[src/rtl/seg_dac_pkg.sv]
package seg_dac_pkg;

  typedef enum logic {
    SB_RUN   = 1'b0,
    SB_SLEEP = 1'b1
  } sb_mode_e;

  // equal pair is invalid: hold mode
  function automatic sb_mode_e sb_next(sb_mode_e cur, logic p, logic n);
    case ({p, n})
      2'b10:   return SB_SLEEP;
      2'b01:   return SB_RUN;
      default: return cur;
    endcase
  endfunction

endpackage

[src/rtl/seg_dac_stage.sv]
module seg_dac_stage #(
  parameter int W = 8
) (
  input  logic         clk_i,
  input  logic         rst_ni,
  input  logic         clr_i,
  input  logic [W-1:0] d_i,
  output logic [W-1:0] q_o
);

  always_ff @(posedge clk_i or negedge rst_ni) begin
    if (!rst_ni)    q_o <= '0;
    else if (clr_i) q_o <= '0;
    else            q_o <= d_i;
  end

endmodule

[src/rtl/seg_dac_therm.sv]
module seg_dac_therm #(
  parameter int SEG_W = 5,
  localparam int LINES = (1 << SEG_W) - 1
) (
  input  logic [SEG_W-1:0] seg_i,
  output logic [LINES-1:0] therm_o
);

  for (genvar j = 0; j < LINES; j++) begin : g_line
    assign therm_o[j] = (int'(seg_i) > j);
  end

endmodule

[src/rtl/seg_dac_standby.sv]
module seg_dac_standby
  import seg_dac_pkg::*;
(
  input  logic     clk_i,
  input  logic     rst_ni,
  input  logic     sb_p_i,
  input  logic     sb_n_i,
  output sb_mode_e mode_o
);

  always_ff @(posedge clk_i or negedge rst_ni) begin
    if (!rst_ni) mode_o <= SB_RUN;
    else         mode_o <= sb_next(mode_o, sb_p_i, sb_n_i);
  end

endmodule

[src/rtl/seg_dac_decoder.sv]
module seg_dac_decoder
  import seg_dac_pkg::*;
#(
  parameter int DATA_W  = 14,
  parameter int UNARY_W = 5,
  localparam int BIN_W   = DATA_W - UNARY_W,
  localparam int THERM_W = (1 << UNARY_W) - 1
) (
  input  logic               clk_i,
  input  logic               rst_ni,
  input  logic [DATA_W-1:0]  code_i,
  input  logic               standby_p_i,
  input  logic               standby_n_i,
  output logic [THERM_W-1:0] unary_o,
  output logic [BIN_W-1:0]   binary_o,
  output logic               standby_o
);

  localparam int SW_W = THERM_W + BIN_W;

  logic [DATA_W-1:0]  cap_q;
  logic [THERM_W-1:0] therm_d;
  logic [SW_W-1:0]    dec_q;
  logic [SW_W-1:0]    out_q;
  sb_mode_e           mode_q;

  // stage 1: sample capture
  seg_dac_stage #(.W(DATA_W)) u_cap (
    .clk_i (clk_i),
    .rst_ni(rst_ni),
    .clr_i (1'b0),
    .d_i   (code_i),
    .q_o   (cap_q)
  );

  seg_dac_therm #(.SEG_W(UNARY_W)) u_therm (
    .seg_i  (cap_q[DATA_W-1 -: UNARY_W]),
    .therm_o(therm_d)
  );

  // stage 2: decoded segments
  seg_dac_stage #(.W(SW_W)) u_dec (
    .clk_i (clk_i),
    .rst_ni(rst_ni),
    .clr_i (1'b0),
    .d_i   ({therm_d, cap_q[BIN_W-1:0]}),
    .q_o   (dec_q)
  );

  seg_dac_standby u_sb (
    .clk_i (clk_i),
    .rst_ni(rst_ni),
    .sb_p_i(standby_p_i),
    .sb_n_i(standby_n_i),
    .mode_o(mode_q)
  );

  // stage 3: switch drive, zeroed in standby
  seg_dac_stage #(.W(SW_W)) u_out (
    .clk_i (clk_i),
    .rst_ni(rst_ni),
    .clr_i (mode_q == SB_SLEEP),
    .d_i   (dec_q),
    .q_o   (out_q)
  );

  assign unary_o   = out_q[SW_W-1 -: THERM_W];
  assign binary_o  = out_q[BIN_W-1:0];
  assign standby_o = (mode_q == SB_SLEEP);

endmodule

[config.mk]
export PLATFORM = sky130hd
export DESIGN_NAME = seg_dac_decoder
export DESIGN_NICKNAME = d
export VERILOG_FILES = /design/src/rtl/seg_dac_pkg.sv /design/src/rtl/seg_dac_stage.sv /design/src/rtl/seg_dac_therm.sv /design/src/rtl/seg_dac_standby.sv /design/src/rtl/seg_dac_decoder.sv
export SDC_FILE = /design/constraint.sdc
export NUM_CORES = 1
export LEC_CHECK = 0
export BUFFER_PORTS_ARGS = -buffer_cell sky130_fd_sc_hd__buf_2
export CAP_MARGIN = 30
export CORE_ASPECT_RATIO = 0.9
export CORE_UTILIZATION = 59
export CTS_CLUSTER_DIAMETER = 50
export DETAILED_ROUTE_END_ITERATION = 6
export MAX_ROUTING_LAYER = met4
export PLACE_DENSITY = 0.83
export SYNTH_ARGS = -nofsm -noshare
export SYNTH_HDL_FRONTEND = slang
export SYNTH_HIERARCHICAL = 1
export SYNTH_SLANG_ARGS = --single-unit
[constraint.sdc]
create_clock -name clk_i -period 2.1 [get_ports clk_i]
set_input_delay 0.21 -clock clk_i [delete_from_list [all_inputs] [get_ports clk_i]]
set_output_delay 0.21 -clock clk_i [all_outputs]
set_load 0.01 [all_outputs]
==> key figures, run 1 <==
STA
  – Fin Clk Skew: ~0.0064 ns
  – RSZ-0062 raised after global routing: no
  – Worst-margin pin slew: ~0.63 ns
  – FMAX: 675 MHz
  – Max-slew headroom: 0.582
  – Min cycle time layout: between 1 and 1.5 ns
  – Hold Vio Cnt, Final: 0
  – Fin crit share: 0.706
  – Fin. max-slew vios: 0
  – Final setup fails: 0
  – Setup TNS: 0 ns

Routing
  – Vias post-DR: between 1500 and 2000
  – Wire length per cell: approximately 12 µm
  – Via density per instance: around 4.7
  – Antenna Nets Post-Route: 0
  – Drt pass-1 iters: 4
  – WL final: about 5000 µm
  – Detailed Route Iter0 Violations: 115
  – DRC: 0

Floorplan
  – Die area: approximately 6300 µm²
  – Initial Util: 0.620
  – Die W: around 84 µm
  – Cell Rows: 26
  – Die extent in y: roughly 76 µm
  – IO Pins: between 50 and 60
  – Core Region: roughly 5700 µm²

CTS
  – Clk sinks: 95
  – CTS Buf Count: 9
  – Clk_lat worst skew: 0.35 ns
  – CTS max path bufs: 2
  – Root buf cell: clkbuf_8
  – Setup Fix Bufs, Post-CTS: 0
  – CTS tree: yes
  – CTS H-tree lvls: 3
  – Clock-pin slew on the worst setup and hold paths: about 0.09 ns

Min path
  – Min-Delay Path Depth: 2
  – Hold Path End: u_cap/q_o[3]
  – Hold_sp: code_i[3]
  – Worst Hold Class: input pin to flip-flop

Cells and area
  – Finished Cell Area: ~4000 µm²
  – Fillers: approximately 410
  – Layout net count: 343
  – Share of cells above drive strength 1: 0.456
  – Syn-to-layout area delta: 13.6%
  – N_diodes: 0

Synthesis
  – Post-Syn Area per Cell: ~14 µm²
  – Area of the mapped netlist: between 3000 and 4000 µm²
  – Library cells used by synthesis: 27
  – List of most frequent post-synthesis cells: dfrtp_1, nor2b_2, nor2b_1, nand2_1, nor2_1
  – Cells after Synth: 260
  – Main area contributors after synthesis: dfrtp_1, nor2b_2, nor2b_1
  – Top cell type's share of synthesized area: 0.670
  – Leading area contributor after synthesis: dfrtp_1
  – Ys flop type: dfrtp_1
  – #FFs+latches synth: 95
  – Sequential cell area fraction in the yosys report: 0.670
  – Ys async rst share: 1.00
  – Syn. warnings: 6
  – Number of synthesized flops with an enable pin: 0
  – Count leader, synth: dfrtp_1

GRT
  – GRT overflow: 0
  – Largest net degree at the start of global routing: 53
  – GRT Total Usage: 0.178
  – Initial antenna violation count: 0
  – Number of global-route vias before repair: around 1800
  – Global-route wire length before repair: 8100 µm

Setup path
  – Crit path launch type: flip-flop
  – CP delay by family, top: flip-flops
  – Stages on the worst setup path: 1
  – CP arrival: 1.27 ns
  – CP Capture Type: output port
  – R2R Path Start: u_cap/q_o[13]
  – CP bufs+invs: 1
  – Slowest cell delay on critical path: roughly 0.7 ns
  – Capture point of the worst reg-to-reg path: u_dec/q_o[38]
  – Reg2Reg Setup Slack: approximately 0.77 ns
  – Crit-path cells: buf_2
  – Setup Crit Path Kind: flip-flop to output port
  – Worst EP required: about 1.9 ns
  – Highest-delay cell along the critical path: dfrtp_2
  – FF-to-FF path depth: 3
  – Crit-path max FO: 23

Power
  – IR Drop Worst-Case VDD: 0.520 mV
  – Leak pwr: 0.00208 µW
  – Gate power share: 0.081
  – Sequential Power Share: 0.605
  – Sw Pwr: just under 800 µW
  – Clock group share of total power: 0.314
  – Power Density: between 800 and 900 nW/µm²
  – Sw frac: 0.245
  – Internal power: between 2000 and 2500 µW

Outcome
  – Run status: complete, no violations

Placement
  – Dpl hpwl: approximately 3300 µm
  – Port bufs: 58
  – Final Wtd Congestion: 0.797
  – Post-DP Area: 3860 µm²

Flow run
  – MaxCap Viol Count: 0
==> placed cells by master, fill, tap and decap left out, types with 3 or more instances in the layout <==
cell type / n
conb_1: 9
clkinv_2: 4
nor2b_2: 70
dfrtp_1: 94
buf_2: 57
clkbuf_8: 9
a21oi_1: 4
and2b_1: 3
nor2_1: 11
inv_1: 5
o21ai_0: 3
nor2b_1: 23
nand2_1: 12
==> registers in the layout, summed over array words and instances, names as in the netlist <==
register and count:
u_sb/mode_o 1, u_out/q_o 40, u_cap/q_o 14, u_dec/q_o 40
==> timing repair <==
action	4_1_cts	5_1_grt
endpoints found under the hold margin	51	0
setup endpoints to repair	0	0
gates resized for setup	0	0
hold buffers	1	0
==> layout make-up <==
type	count	area (µm²)	share of cell area
Clock buffer	10	128	0.0316
Clock inverter	6	36.3	0.00900
Inverter	5	18.8	0.00465
Multi-Input combinational cell	152	1050	0.261
Sequential cell	95	2380	0.590
Tap cell	70	87.6	0.0217
Timing Repair Buffer	61	330	0.0819
==> layer usage <==
metal,routed length (µm),up-vias,track usage
li1,-,907,-
met1,2150,901,0.224
met2,2400,55,0.277
met3,238,10,0.0401
met4,89,0,0.0904
met5,0,-,-
==> worst reg2reg max path: stages, from the launching register on <==
cell,delay [ns]
dfrtp_1,0.67
nand2_1,0.26
nor2_1,0.19
nor2b_1,0.15
==> worst max-delay path by stage <==
stage	start	slack [ns]	endpoint
finish	u_sb/mode_o	0.62	standby_o
global route	u_sb/mode_o	0.55	standby_o
CTS	u_sb/mode_o	0.59	standby_o
detailed placement	u_cap/q_o[13]	0.77	u_dec/q_o[38]
global placement	u_cap/q_o[13]	0.79	u_dec/q_o[38]
floorplan	u_cap/q_o[13]	1.03	u_dec/q_o[11]
==> power groups by stage <==
stage	combinational [µW]	sequential (µW)	clock, µW
2_1_floorplan	196	1970	0
3_3_place_gp	256	1990	0
3_5_place_dp	265	1990	0
4_1_cts	268	1960	1040
5_1_grt	297	1970	1120
6_report	263	1960	1010
==> per-stage QoR <==
stage               hold WS [ns]  cells  setup slack (ns)   util  power, µW
global placement           0.264    382             0.786  0.674       2250
CTS                       0.0594    399             0.591  0.705       3260
global route              0.0675    399             0.553  0.705       3380
floorplan                -0.0856    268              1.03      -       2170
finish                    0.0670    399             0.618  0.705       3240
detailed placement         0.272    382             0.773  0.674       2260
==> cells by family (layout without fill, tap and decap cells) <==
kind of cell / Yosys count / count (layout) / share of synthesized area
flip-flops: 95 / 95 / 0.670
AO/OA/AOI/OAI: 15 / 15 / 0.0261
AND/OR/NAND/NOR: 127 / 127 / 0.258
buffers and inverters: 21 / 82 / 0.0416
other: 1 / 9 / 0.00106
adder cells (fa/ha/maj): 1 / 1 / 0.00352
Power figures use the tool's default switching activity.
==> run 2: changes to the inputs <==
Settings changed: ABC_AREA from default to 1, CORE_UTILIZATION 59 to 50, PLACE_DENSITY 0.83 to 0.75.
Clock period 2.1 ns to 1.25 ns, I/O delays scaled along.
==> key figures, run 2 <==
CTS
  – CTS max path bufs: 2
  – CTS tree: yes
  – Root buf cell: clkbuf_8
  – Clock-pin slew on the worst setup and hold paths: ~0.080 ns
  – CTS H-tree lvls: 3
  – Clk sinks: 95
  – CTS Buf Count: 9
  – Clk_lat worst skew: 0.34 ns

Routing
  – Via density per instance: roughly 4
  – Wire length per cell: between 9 and 10 µm
  – WL final: between 5000 and 6000 µm
  – Vias post-DR: about 2200
  – Detailed Route Iter0 Violations: 45
  – DRC: 0
  – Drt pass-1 iters: 4
  – Antenna Nets Post-Route: 0

Min path
  – Worst Hold Class: input pin to flip-flop
  – Hold_sp: standby_n_i

Cells and area
  – N_diodes: 0
  – Final std cells w/o fill: 539
  – Layout net count: roughly 460
  – Commonest cells after routing, fill and taps aside: inv_1, nor2_1, dfrtp_1, buf_2, nand2_1
  – Most common cell after layout, fill and taps aside: inv_1
  – Syn-to-layout area delta: 21.2%
  – Biggest regs: u_dec/q_o: 40 flops, u_out/q_o: 40 flops, u_cap/q_o: 14 flops
  – Area of the multi-input gates: about 630 µm²
  – Share of cells above drive strength 1: 0.183
  – Fillers: between 500 and 600
  – FF+latch area: roughly 2400 µm²

Power
  – IR Drop Worst-Case VDD: between 0.5 and 0.6 mV
  – Power Density: between 1000 and 1500 nW/µm²
  – Sw Pwr: between 1000 and 1500 µW
  – Gate power share: 0.104
  – Clock group share of total power: 0.322
  – Internal power: about 4400 µW
  – Leak pwr: around 0.0024 µW
  – Sw frac: 0.228
  – Sequential Power Share: 0.574

Placement
  – Port bufs: 58
  – Dpl cells: ~510
  – Dpl hpwl: 3070 µm
  – Final Wtd Congestion: roughly 0.85

Setup path
  – Crit path from: u_sb/mode_o
  – Worst EP required: 1.12 ns
  – CP Capture Type: output port
  – R2R Path Start: u_cap/q_o[13]
  – Crit-path max FO: 11
  – Crit path launch type: flip-flop
  – CP arrival: roughly 1.1 ns
  – Setup Crit Path Kind: flip-flop to output port

STA
  – Fin Clk Skew: 0.00617 ns
  – Setup TNS: 0 ns
  – Min cycle time layout: approximately 1.2 ns
  – RSZ-0062 raised after global routing: no
  – Final setup fails: 0
  – Fin crit share: 0.951
  – Hold Vio Cnt, Final: 0
  – FMAX: between 800 and 900 MHz
  – Fin. max-slew vios: 0

Synthesis
  – Ys flop type: dfrtp_1
  – Sequential cell area fraction in the yosys report: 0.678
  – Library cells used by synthesis: 18
  – Syn. warnings: 6
  – Post-Syn Area per Cell: ~9.7 µm²
  – Main area contributors after synthesis: dfrtp_1, inv_1, nor2_1
  – Leading area contributor after synthesis: dfrtp_1
  – Top cell type's share of synthesized area: 0.678
  – List of most frequent post-synthesis cells: inv_1, nor2_1, dfrtp_1, nand2_1, buf_6
  – Area of the mapped netlist: between 3000 and 4000 µm²
  – #FFs+latches synth: 95
  – Cells after Synth: 361
  – Ys async rst share: 1.00
  – Number of synthesized flops with an enable pin: 0
  – Count leader, synth: inv_1

GRT
  – Number of global-route vias before repair: 2039
  – GRT overflow: 0
  – Global-route wire length before repair: around 9000 µm
  – Largest net degree at the start of global routing: 96
  – Initial antenna violation count: 0
  – GRT Total Usage: 0.165

Floorplan
  – Cell Rows: 28
  – Die area: about 7400 µm²
  – IO Pins: between 50 and 60
  – Core Region: 6690 µm²
  – Die W: between 90 and 100 µm
  – Initial Util: 0.524
  – Die extent in y: just over 80 µm

Flow run
  – MaxCap Viol Count: 0

Outcome
  – Run status: complete, no violations
## run 2: critical path, cell delays in order (launching register included)
cell and delay, ns:
dfrtp_2 0.44, buf_12 0.15, buf_2 0.13
## run 2: layer usage
metal | vias to the layer above | routed length [µm] | global-route usage
met5 | - | 0 | -
met4 | 0 | 43 | 0.0597
met3 | 4 | 203 | 0.0481
met2 | 44 | 2520 | 0.263
met1 | 992 | 2570 | 0.204
li1 | 1148 | - | -
## run 2: power groups by stage
stage	Combinational, µW	Sequential [µW]	Clock [µW]
after floorplan	286	3330	0
after global placement	446	3300	0
after detailed placement	454	3310	0
after CTS	546	3240	1870
after global routing	662	3260	2020
final	588	3250	1820
## run 2: area by class of cell
cell class / count / share of cell area
inverter: 106 / 0.0937
timing repair buffer: 79 / 0.131
tap: 90 / 0.0265
clock buffer: 14 / 0.0336
clock inverter: 1 / 0.00707
sequential: 95 / 0.561
multi-input combinational: 154 / 0.148
## run 2: final timing paths
kind | to | slack, ns | cells past startpoint
setup / recovery | standby_o | 0.06 | 2
hold / removal | u_sb/mode_o | 0.09 | 3
setup reg to reg | u_dec/q_o[35] | 0.09 | 5
hold reg to reg | u_out/q_o[30] | 0.46 | 2
max in group asynchronous | u_cap/q_o[11] | 0.50 | 3
min in group asynchronous | u_out/q_o[18] | 0.36 | 3
## run 2: per-stage QoR
step                      power [µW]  utilization  instance area (µm²)  setup slack (ns)  hold WS, ns
after global placement          3750        0.575                 3840             0.157        0.200
after floorplan                 3610            -                 3540             0.193       -0.171
after detailed placement        3760        0.575                 3840            0.0863        0.205
after CTS                       5660        0.629                 4210            0.0323       0.0820
final                           5660        0.635                 4250            0.0611       0.0872
after global routing            5940        0.635                 4250            0.0113       0.0832
## run 2: what timing repair did
item                                    CTS  global route
cloned                                    1             1
endpoints found under the hold margin   109             0
endpoints found under the setup margin    1             9
hold buffers                             15             0
buffers inserted                          1             1
gates resized for setup                   0             5
pin swaps                                 0             0
## run 2: kinds of logic (layout without fill, tap and decap cells)
| group | Yosys count | count (layout) | synth area share |
|---|---|---|---|
| adders and majority gates | 1 | 1 | 0.00357 |
| other | 1 | 9 | 0.00107 |
| buffers and inverters | 120 | 200 | 0.152 |
| DFF | 95 | 95 | 0.678 |
| and+or+nand+nor | 134 | 134 | 0.151 |
| AOI/OAI and AO/OA | 10 | 10 | 0.0143 |
